<file path="src/rtl/mgmt_phy_pkg.sv">
package mgmt_phy_pkg;

    localparam int REG_AW   = 5;
    localparam int NREG     = 1 << REG_AW;
    localparam int WORD_W   = 16;
    localparam int HOST_W   = 32;

    // Command word field positions (host software decodes these)
    localparam int CMD_PHY_LSB   = 24;
    localparam int CMD_REG_LSB   = 16;
    localparam int CMD_OP_LSB    = 14;
    localparam int CMD_GO_BIT    = 11;
    localparam int CMD_READY_BIT = 7;

    typedef enum logic [1:0] {
        HSEL_CTRL  = 2'd0,
        HSEL_CMD   = 2'd1,
        HSEL_WDATA = 2'd2,
        HSEL_RDATA = 2'd3
    } host_sel_e;

    typedef enum logic [1:0] {
        OP_RSV0  = 2'd0,
        OP_WRITE = 2'd1,
        OP_READ  = 2'd2,
        OP_RSV3  = 2'd3
    } mgmt_op_e;

    typedef struct packed {
        logic              wr;
        logic              rd;
        logic              bad;
        logic              hit;
        logic [REG_AW-1:0] idx;
    } phy_access_t;

    function automatic logic [WORD_W-1:0] reset_word(input int unsigned i);
        case (i)
            0:       return 16'h3100;
            2:       return 16'h0300;
            3:       return 16'hE400;
            4:       return 16'h01E1;
            default: return 16'h0000;
        endcase
    endfunction

    function automatic logic [WORD_W-1:0] link_status_word(input logic up);
        return up ? 16'h782E : 16'h0000;
    endfunction

    function automatic logic [WORD_W-1:0] partner_word(input logic [WORD_W-1:0] adv);
        return 16'h4000 | (adv & 16'h01E0) | 16'h0001;
    endfunction

    function automatic logic [WORD_W-1:0] diag_word(input logic up,
                                                    input logic [WORD_W-1:0] adv);
        logic dup;
        logic spd;
        dup = adv[8] | adv[6];
        spd = adv[7] | adv[8];
        return up ? {4'b0000, dup, spd, 10'b0} : 16'h0000;
    endfunction

endpackage

</file>
<file path="src/rtl/mgmt_cmd_decode.sv">
module mgmt_cmd_decode
    import mgmt_phy_pkg::*;
#(
    parameter int PHY_ADDR = 7
) (
    input  logic              cmd_we,
    input  logic [REG_AW-1:0] phy_sel,
    input  logic [REG_AW-1:0] reg_sel,
    input  logic [1:0]        op_code,
    input  logic              go,
    output phy_access_t       acc
);

    localparam logic [REG_AW-1:0] MY_ADDR = REG_AW'(PHY_ADDR);

    logic     start;
    mgmt_op_e op;

    always_comb begin
        op      = mgmt_op_e'(op_code);
        start   = cmd_we && go;
        acc.hit = (phy_sel == MY_ADDR);
        acc.idx = reg_sel;
        acc.wr  = start && (op == OP_WRITE) && acc.hit;
        acc.rd  = start && (op == OP_READ);
        acc.bad = start && (op == OP_RSV0 || op == OP_RSV3);
    end

endmodule

</file>
<file path="src/rtl/phy_word_store.sv">
module phy_word_store
    import mgmt_phy_pkg::*;
(
    input  logic                         clk,
    input  logic                         rst,
    input  logic                         we,
    input  logic [REG_AW-1:0]            widx,
    input  logic [WORD_W-1:0]            wval,
    output logic [NREG-1:0][WORD_W-1:0]  words
);

    for (genvar g = 0; g < NREG; g++) begin : g_word
        always_ff @(posedge clk) begin
            if (rst) begin
                words[g] <= reset_word(g);
            end else if (we && widx == REG_AW'(g)) begin
                words[g] <= wval;
            end
        end
    end

endmodule

</file>
<file path="src/rtl/phy_status_view.sv">
module phy_status_view
    import mgmt_phy_pkg::*;
(
    input  logic                         link_up,
    input  logic [REG_AW-1:0]            ridx,
    input  logic [NREG-1:0][WORD_W-1:0]  words,
    output logic [WORD_W-1:0]            rval
);

    always_comb begin
        case (ridx)
            5'd1:    rval = link_status_word(link_up);
            5'd5:    rval = partner_word(words[4]);
            5'd17:   rval = 16'h8000;
            5'd18:   rval = diag_word(link_up, words[4]);
            default: rval = words[ridx];
        endcase
    end

endmodule

</file>
<file path="src/rtl/mgmt_phy_top.sv">
module mgmt_phy_top
    import mgmt_phy_pkg::*;
#(
    parameter int PHY_ADDR  = 7,
    parameter int CTRL_BITS = 7
) (
    input  logic              clk,
    input  logic              rst,
    input  logic              link_up,
    input  logic              host_we,
    input  logic [1:0]        host_wsel,
    input  logic [HOST_W-1:0] host_wdata,
    input  logic [1:0]        host_rsel,
    output logic [HOST_W-1:0] host_rdata,
    output logic              bad_op
);

    localparam logic [WORD_W-1:0] ABSENT_WORD = '1;

    logic [CTRL_BITS-1:0]            ctrl_q;
    logic [HOST_W-1:0]               cmd_q;
    logic [HOST_W-1:0]               wdata_q;
    logic [HOST_W-1:0]               rdata_q;
    logic                            bad_op_q;
    phy_access_t                     acc;
    logic [NREG-1:0][WORD_W-1:0]     words;
    logic [WORD_W-1:0]               view_val;
    logic                            cmd_we;

    assign cmd_we = host_we && (host_sel_e'(host_wsel) == HSEL_CMD);

    mgmt_cmd_decode #(.PHY_ADDR(PHY_ADDR)) u_dec (
        .cmd_we  (cmd_we),
        .phy_sel (host_wdata[CMD_PHY_LSB +: REG_AW]),
        .reg_sel (host_wdata[CMD_REG_LSB +: REG_AW]),
        .op_code (host_wdata[CMD_OP_LSB +: 2]),
        .go      (host_wdata[CMD_GO_BIT]),
        .acc     (acc)
    );

    phy_word_store u_store (
        .clk   (clk),
        .rst   (rst),
        .we    (acc.wr),
        .widx  (acc.idx),
        .wval  (wdata_q[WORD_W-1:0]),
        .words (words)
    );

    phy_status_view u_view (
        .link_up (link_up),
        .ridx    (acc.idx),
        .words   (words),
        .rval    (view_val)
    );

    always_ff @(posedge clk) begin
        if (rst) begin
            ctrl_q   <= '0;
            cmd_q    <= '0;
            wdata_q  <= '0;
            rdata_q  <= '0;
            bad_op_q <= 1'b0;
        end else begin
            if (host_we) begin
                case (host_sel_e'(host_wsel))
                    HSEL_CTRL:  ctrl_q  <= host_wdata[CTRL_BITS-1:0];
                    HSEL_CMD:   cmd_q   <= host_wdata;
                    HSEL_WDATA: wdata_q <= host_wdata;
                    HSEL_RDATA: rdata_q <= host_wdata;
                    default:    ;
                endcase
            end
            if (acc.rd) begin
                rdata_q <= {{(HOST_W-WORD_W){1'b0}}, acc.hit ? view_val : ABSENT_WORD};
            end
            bad_op_q <= acc.bad;
        end
    end

    always_comb begin
        case (host_sel_e'(host_rsel))
            HSEL_CTRL:  host_rdata = {{(HOST_W-CTRL_BITS){1'b0}}, ctrl_q};
            HSEL_CMD:   host_rdata = cmd_q | (HOST_W'(1) << CMD_READY_BIT);
            HSEL_WDATA: host_rdata = wdata_q;
            default:    host_rdata = rdata_q;
        endcase
    end

    assign bad_op = bad_op_q;

endmodule

</file>
<file path="config.mk">
export PLATFORM = sky130hd
export DESIGN_NAME = mgmt_phy_top
export DESIGN_NICKNAME = d
export VERILOG_FILES = /design/src/rtl/mgmt_phy_pkg.sv /design/src/rtl/mgmt_cmd_decode.sv /design/src/rtl/phy_word_store.sv /design/src/rtl/phy_status_view.sv /design/src/rtl/mgmt_phy_top.sv
export SDC_FILE = /design/constraint.sdc
export NUM_CORES = 1
export LEC_CHECK = 0
export BUFFER_PORTS_ARGS = -buffer_cell sky130_fd_sc_hd__buf_4
export CAP_MARGIN = 20
export CELL_PAD_IN_SITES_DETAIL_PLACEMENT = 0
export CELL_PAD_IN_SITES_GLOBAL_PLACEMENT = 1
export CORE_ASPECT_RATIO = 0.75
export CORE_MARGIN = 3
export CORE_UTILIZATION = 50
export DETAILED_ROUTE_END_ITERATION = 10
export MAX_ROUTING_LAYER = met4
export PLACE_DENSITY = 0.9
export SLEW_MARGIN = 10
export SYNTH_ARGS = -nofsm -noshare
export SYNTH_HDL_FRONTEND = slang
export SYNTH_SLANG_ARGS = --single-unit
</file>
<file path="constraint.sdc">
create_clock -name clk -period 2.3 [get_ports clk]
set_input_delay 0.115 -clock clk [delete_from_list [all_inputs] [get_ports clk]]
set_output_delay 0.115 -clock clk [all_outputs]
set_load 0.05 [all_outputs]
</file>
## Word-level counts from Yosys, hierarchy flattened

Index checks and enable logic that the tools add are counted.

| word-level totals | value |
|---|---|
| flip-flop bits (word level) | 616 |
| output and inout bits | 33 |

| operators by class | value |
|---|---|
| reduce and logical (&&, ||, !) cells | 51 |
| multiplexer cells | 10 |
| eq/ne operators | 40 |
| magnitude comparators | 1 |
| bitwise logic cells | 2 |

Operators with widths:

| operator | number |
|---|---|
| case mux 32 bit (3 select lines) | 1 |
| binary-select mux 16 bit (select 5 bit) | 1 |
| equality test 5 bit, second input constant | 16 |
| two-way mux 16 bit | 5 |
| case mux 16 bit (4 select lines) | 1 |
| equality test 5 x 4 -> 1 bit, second input constant | 8 |
| logical AND 1 bit | 38 |
| equality test 5 x 3 -> 1 bit, second input constant | 5 |
| two-way mux 15 bit | 1 |
| two-way mux 12 bit | 1 |
| equality test 2 bit, second input constant | 5 |
| equality test 5 x 2 -> 1 bit, second input constant | 2 |
| AND reduction 2 bit | 5 |
| equality test 2 x 1 -> 1 bit, second input constant | 3 |
| logical NOT 2 bit | 3 |
| less-than comparator 5 x 6 -> 1 bit, second input constant | 1 |
| equality test 5 x 1 -> 1 bit, second input constant | 1 |
| logical NOT 5 bit | 1 |
| nonzero test 2 bit | 2 |
| OR 1 bit | 2 |
| OR reduction 2 bit | 1 |
| logical OR 1 bit | 1 |

## Longest topological paths before layout

| logic depth | value |
|---|---|
| word-level depth | 6 |
| depth in mapped cells | 9 |
| mapped depth without buffers | 7 |

## Hierarchy

From an unflattened synthesis, not the netlist that was laid out.

| unflattened totals | value |
|---|---|
| cell total of the unflattened synthesis | 2,635 |
| area total of the unflattened synthesis | 28,638.7 um2 |

Modules (own cells, without submodules):

| module | area an instance (um2) | instances | cells each |
|---|---|---|---|
| phy_word_store | 19,710.2 | 1 | 1,754 |
| phy_status_view | 4,428.0 | 1 | 346 |
| mgmt_phy_top | 4,372.9 | 1 | 518 |
| mgmt_cmd_decode | 127.6 | 1 | 17 |

## Least setup slack after synthesis

OpenSTA, ideal clock, no wires.

| timing path | value |
|---|---|
| kind | input -> register |
| start | input port host_wdata[15] |
| end | register u_store.words[64] in the netlist's numbering |
| setup time | 0.129 ns |
| path slack | 0.396 ns |
| arrival time | 1.775 ns |
| stages | 9 |
| path through | inv_1 > ha_1 > and4b_2 > nand4_4 > buf_6 > nor3_4 > buf_6 > mux2i_1 > nand2_1 |

| on the way | value |
|---|---|
| word-level cells in the longest chain between the ends | 4 |

Ends and longest elaborated chain:

| item | line | RTL |
|---|---|---|
| start: declaration | mgmt_phy_top.sv:12 | `input logic [HOST_W-1:0] host_wdata,` |
| equality test 2 x 1 -> 1 bit | mgmt_cmd_decode.sv:24 | `acc.wr = start && (op == OP_WRITE) && acc.hit;` |
| logical AND 1 bit (2 in series) | mgmt_cmd_decode.sv:24 |  |
| logical AND 1 bit | phy_word_store.sv:16 | `end else if (we && widx == REG_AW'(g)) begin` |
| end signal: indexed assignment | phy_word_store.sv:15 | `words[g] <= reset_word(g);` |
| end signal: indexed assignment | phy_word_store.sv:17 | `words[g] <= wval;` |
| end: declaration | phy_word_store.sv:9 | `output logic [NREG-1:0][WORD_W-1:0] words` |

Every way passes these cells.
A chain may end at the register's enable or synchronous reset.

## Worst setup path after layout

| timing path | value |
|---|---|
| start | input port host_wdata[18] |
| end | register rdata_q[13] |

| on the way | value |
|---|---|
| word-level cells in the longest chain between the ends | 5 |
| elaborated cells on any way between the ends | 9 |
| classes of those cells | 4 x eq/ne; 5 x mux |

Ends and longest elaborated chain:

| item | line | RTL |
|---|---|---|
| binary-select mux 16 bit (select 5 bit) | phy_status_view.sv:16 | `default: rval = words[ridx];` |
| two-way mux 16 bit (implied by the code) | phy_status_view.sv:16 |  |
| case mux 16 bit (4 select lines) * | phy_status_view.sv:11 | `case (ridx)` |
| two-way mux 16 bit * | mgmt_phy_top.sv:75 | `rdata_q <= {{(HOST_W-WORD_W){1'b0}}, acc.hit ? view_val : ABSENT_WORD};` |
| two-way mux 16 bit * | mgmt_phy_top.sv:74 | `if (acc.rd) begin` |
| end signal: assignment | mgmt_phy_top.sv:70 | `HSEL_RDATA: rdata_q <= host_wdata;` |
| end signal: assignment | mgmt_phy_top.sv:75 |  |
| end: declaration | mgmt_phy_top.sv:23 | `logic [HOST_W-1:0] rdata_q;` |

Every way passes the cells marked *; elsewhere a longest branch is shown, timed or not. The select of a mux whose other input is x is not followed.

==> results.tsv <==
metric	value	unit
run status	completed	
Mapped Area	27550	µm²
clk sinks	615	
Max Fclk	463.2	MHz
top-count cell post-synth	dfxtp_1	
PortBufs	72	
vias per cell	6.119	
Worst Path Max Fanout	28	
commonest cells in the netlist	615 x dfxtp_1, 539 x mux2i_1, 473 x nor2_1	
clock power share	0.430	
Bufs and invs on worst path	3	
Crit path required time	2760	ps
post-DP HPWL	56550	µm
TritonCTS buffer count	55	
Worst EP arrival	2620	ps
hold_ws	65.37	ps
Die Area	57990	µm²
final setup vio count	0	
RSZ-0062 raised after global routing	no	
Top FF cell, synth	dfxtp_1	
vias in the first global route	20995	
Final period util	0.9386	
post-synth top area cell	dfxtp_1	
hold crit path type	primary input to register	
Fin. Hold Viols	0	
startpoint types	primary input	
worst vdd ir	596.9	µV
clock skew	21.22	ps
NetSw	0.005104	W
Worst Max-Slew Pin Slew	802.8	ps
I/O pin cnt	73	
antenna violations before repair	2	
clock transition at the registers of the reported paths	70	ps
critical path class	primary input to register	
CP endpoint kind	register	
ys async rst share	0	
Leakage Power	11.06	nW
post-CTS setup buffers	0	
GP Congestion	1.002	
Core Rows	73	
combinational power share	0.073	
Util after Layout	0.5865	
switching share of power	0.2362	
DR DRC count	0	
final net count	2855	
DR pass1 iterations	6	
pwr dens	686.0	nW/µm²
slowest CP cell	a2111oi_0	
setup TNS	0	ps
Distinct cells, synth	58	
Routed WL	83840	µm
delay-heaviest family, CP	buffers and inverters	
Max Cap Violations	0	
total grt overflow	0	
Int Pwr	0.01650	W
synth top area cells	dfxtp_1 45%, mux2i_1 20%, mux4_2 8.7%	
register area share after synthesis	0.4468	
drt wl/cell	23.49	µm
Worst-Skew Late Latency	590	ps
pins over their slew limit	0	
Post-Syn Area per Cell	9.990	µm²
Post-synth EDFFs	0	
CTS tree	yes	
synthesized flop and latch total	615	
H-Tree Depth	2	
CP dominant cell by count	buf_4	
Longest Clk Path Bufs	3	
sequential power share	0.498	
Die Y	209.3	µm
initial core utilization	0.5130	
Slew HR	0.4509	
root buf cell	clkbuf_16	
largest net degree at the start of global routing	120	
Synth Warn #	0	
Die W	277.1	µm
area grow syn2layout	14.32	%
Overall Power	0.02161	W
final setup margin	141.2	ps
vias	21837	
floorplan core area	53710	µm²
Synthesized Nets	2800	
Global Route Usage Sum	0.2890	
final worst path period need	2159	ps
antenna viol nets, final	0	
Post-Syn Instances	2758	
delay of the slowest critical-path stage	740	ps
initial DRC count	2840	
Synth top area share	0.4468	
share of cells above drive strength 1	0.1748	
first-pass GRT wire length	128300	µm
dpl ws	-155.8	ps
worst path cell trace	dlygate4sd3_1, buf_4, nand2_1, buf_4, nor3_1, a2111oi_0, and3_1, o22ai_1	
metal layers:
layer,GRT usage,vias to the layer above,routed length [µm]
li1,-,9665,-
met1,0.4103,10821,36410
met2,0.4129,1184,35540
met3,0.06617,167,9268
met4,0.08327,0,2627
met5,-,-,0
worst reg2reg max path: stages, from the launching register on:
cell      delay [ps]
dfxtp_1          320
mux4_2           450
mux2_2           280
a221oi_1         560
and3_1           260
o32ai_1           90
stage by stage:
stage                     instance area [µm²]  cells
after CTS                               31490   3567
after detailed placement                29380   3437
after global placement                  29380   3437
final                                   31500   3569
after floorplan                         27550   2758
after global routing                    31500   3569
cell usage in the layout, fill, tap and decap left out, types with 9 or more instances in the layout:
cell and n:
dfxtp_1 615, mux2i_1 539, nor2_1 472, nand2_1 329
buf_4 195, a21oi_1 142, mux4_2 106, clkbuf_16 55
buf_12 37, dlygate4sd3_1 31, a22o_1 29, nor3_4 29
mux2_2 25, a22oi_1 22, nand3_1 19, clkbuf_8 18
o21ai_0 16, clkbuf_1 15, a221oi_1 13, o22ai_1 13
nand4_1 9
final cells by class:
cell class / count / area (µm²)
diodes: 2 / 5.005
clock buffers: 87 / 1667
clock inverters: 12 / 138.9
fillers: 4390 / 22210
inverters: 9 / 33.78
multi-input cells: 1866 / 13900
flip-flops and latches: 615 / 12310
well taps: 712 / 890.9
repair buffers: 266 / 2555
path summary, 6_finish.rpt:
check / startpoint / slack (ps) / end / cells after the start
hold reg to reg: u_store.words[391] / 450 / u_store.words[391] / 2
hold / removal: host_we / 70 / wdata_q[24] / 5
setup reg to reg: u_store.words[47] / 200 / rdata_q[15] / 5
setup / recovery: host_wdata[18] / 140 / rdata_q[13] / 8
registers in the layout, summed over array words and instances (netlist names):
register / count
bad_op: 1
cmd_q: 31
ctrl_q: 7
rdata_q: 32
u_store.words: 512
wdata_q: 32
power by group through the flow:
stage	clock, W	sequential, W	combinational (W)
CTS	0.00936	0.0108	0.00152
floorplan	0	0.0110	0.000915
global route	0.00980	0.0108	0.00163
detailed placement	0	0.0110	0.00148
global placement	0	0.0110	0.00146
finish	0.00928	0.0108	0.00157
cell families after synthesis:
group / Yosys count / share of synthesized area
AOI/OAI and AO/OA: 278 / 0.06353
adders and majority gates: 2 / 0.0009081
buffers and inverters: 277 / 0.05127
DFF: 615 / 0.4468
muxes: 670 / 0.2927
and+or+nand+nor: 916 / 0.1448
repair_timing:
action / in CTS / in global routing
resized for setup: 0 / 1
hold buffers: 31 / 0
endpoints found under the hold margin: 99 / 0
endpoints found under the setup margin: 0 / 1
Note: power is estimated with default switching activity, not from simulation.
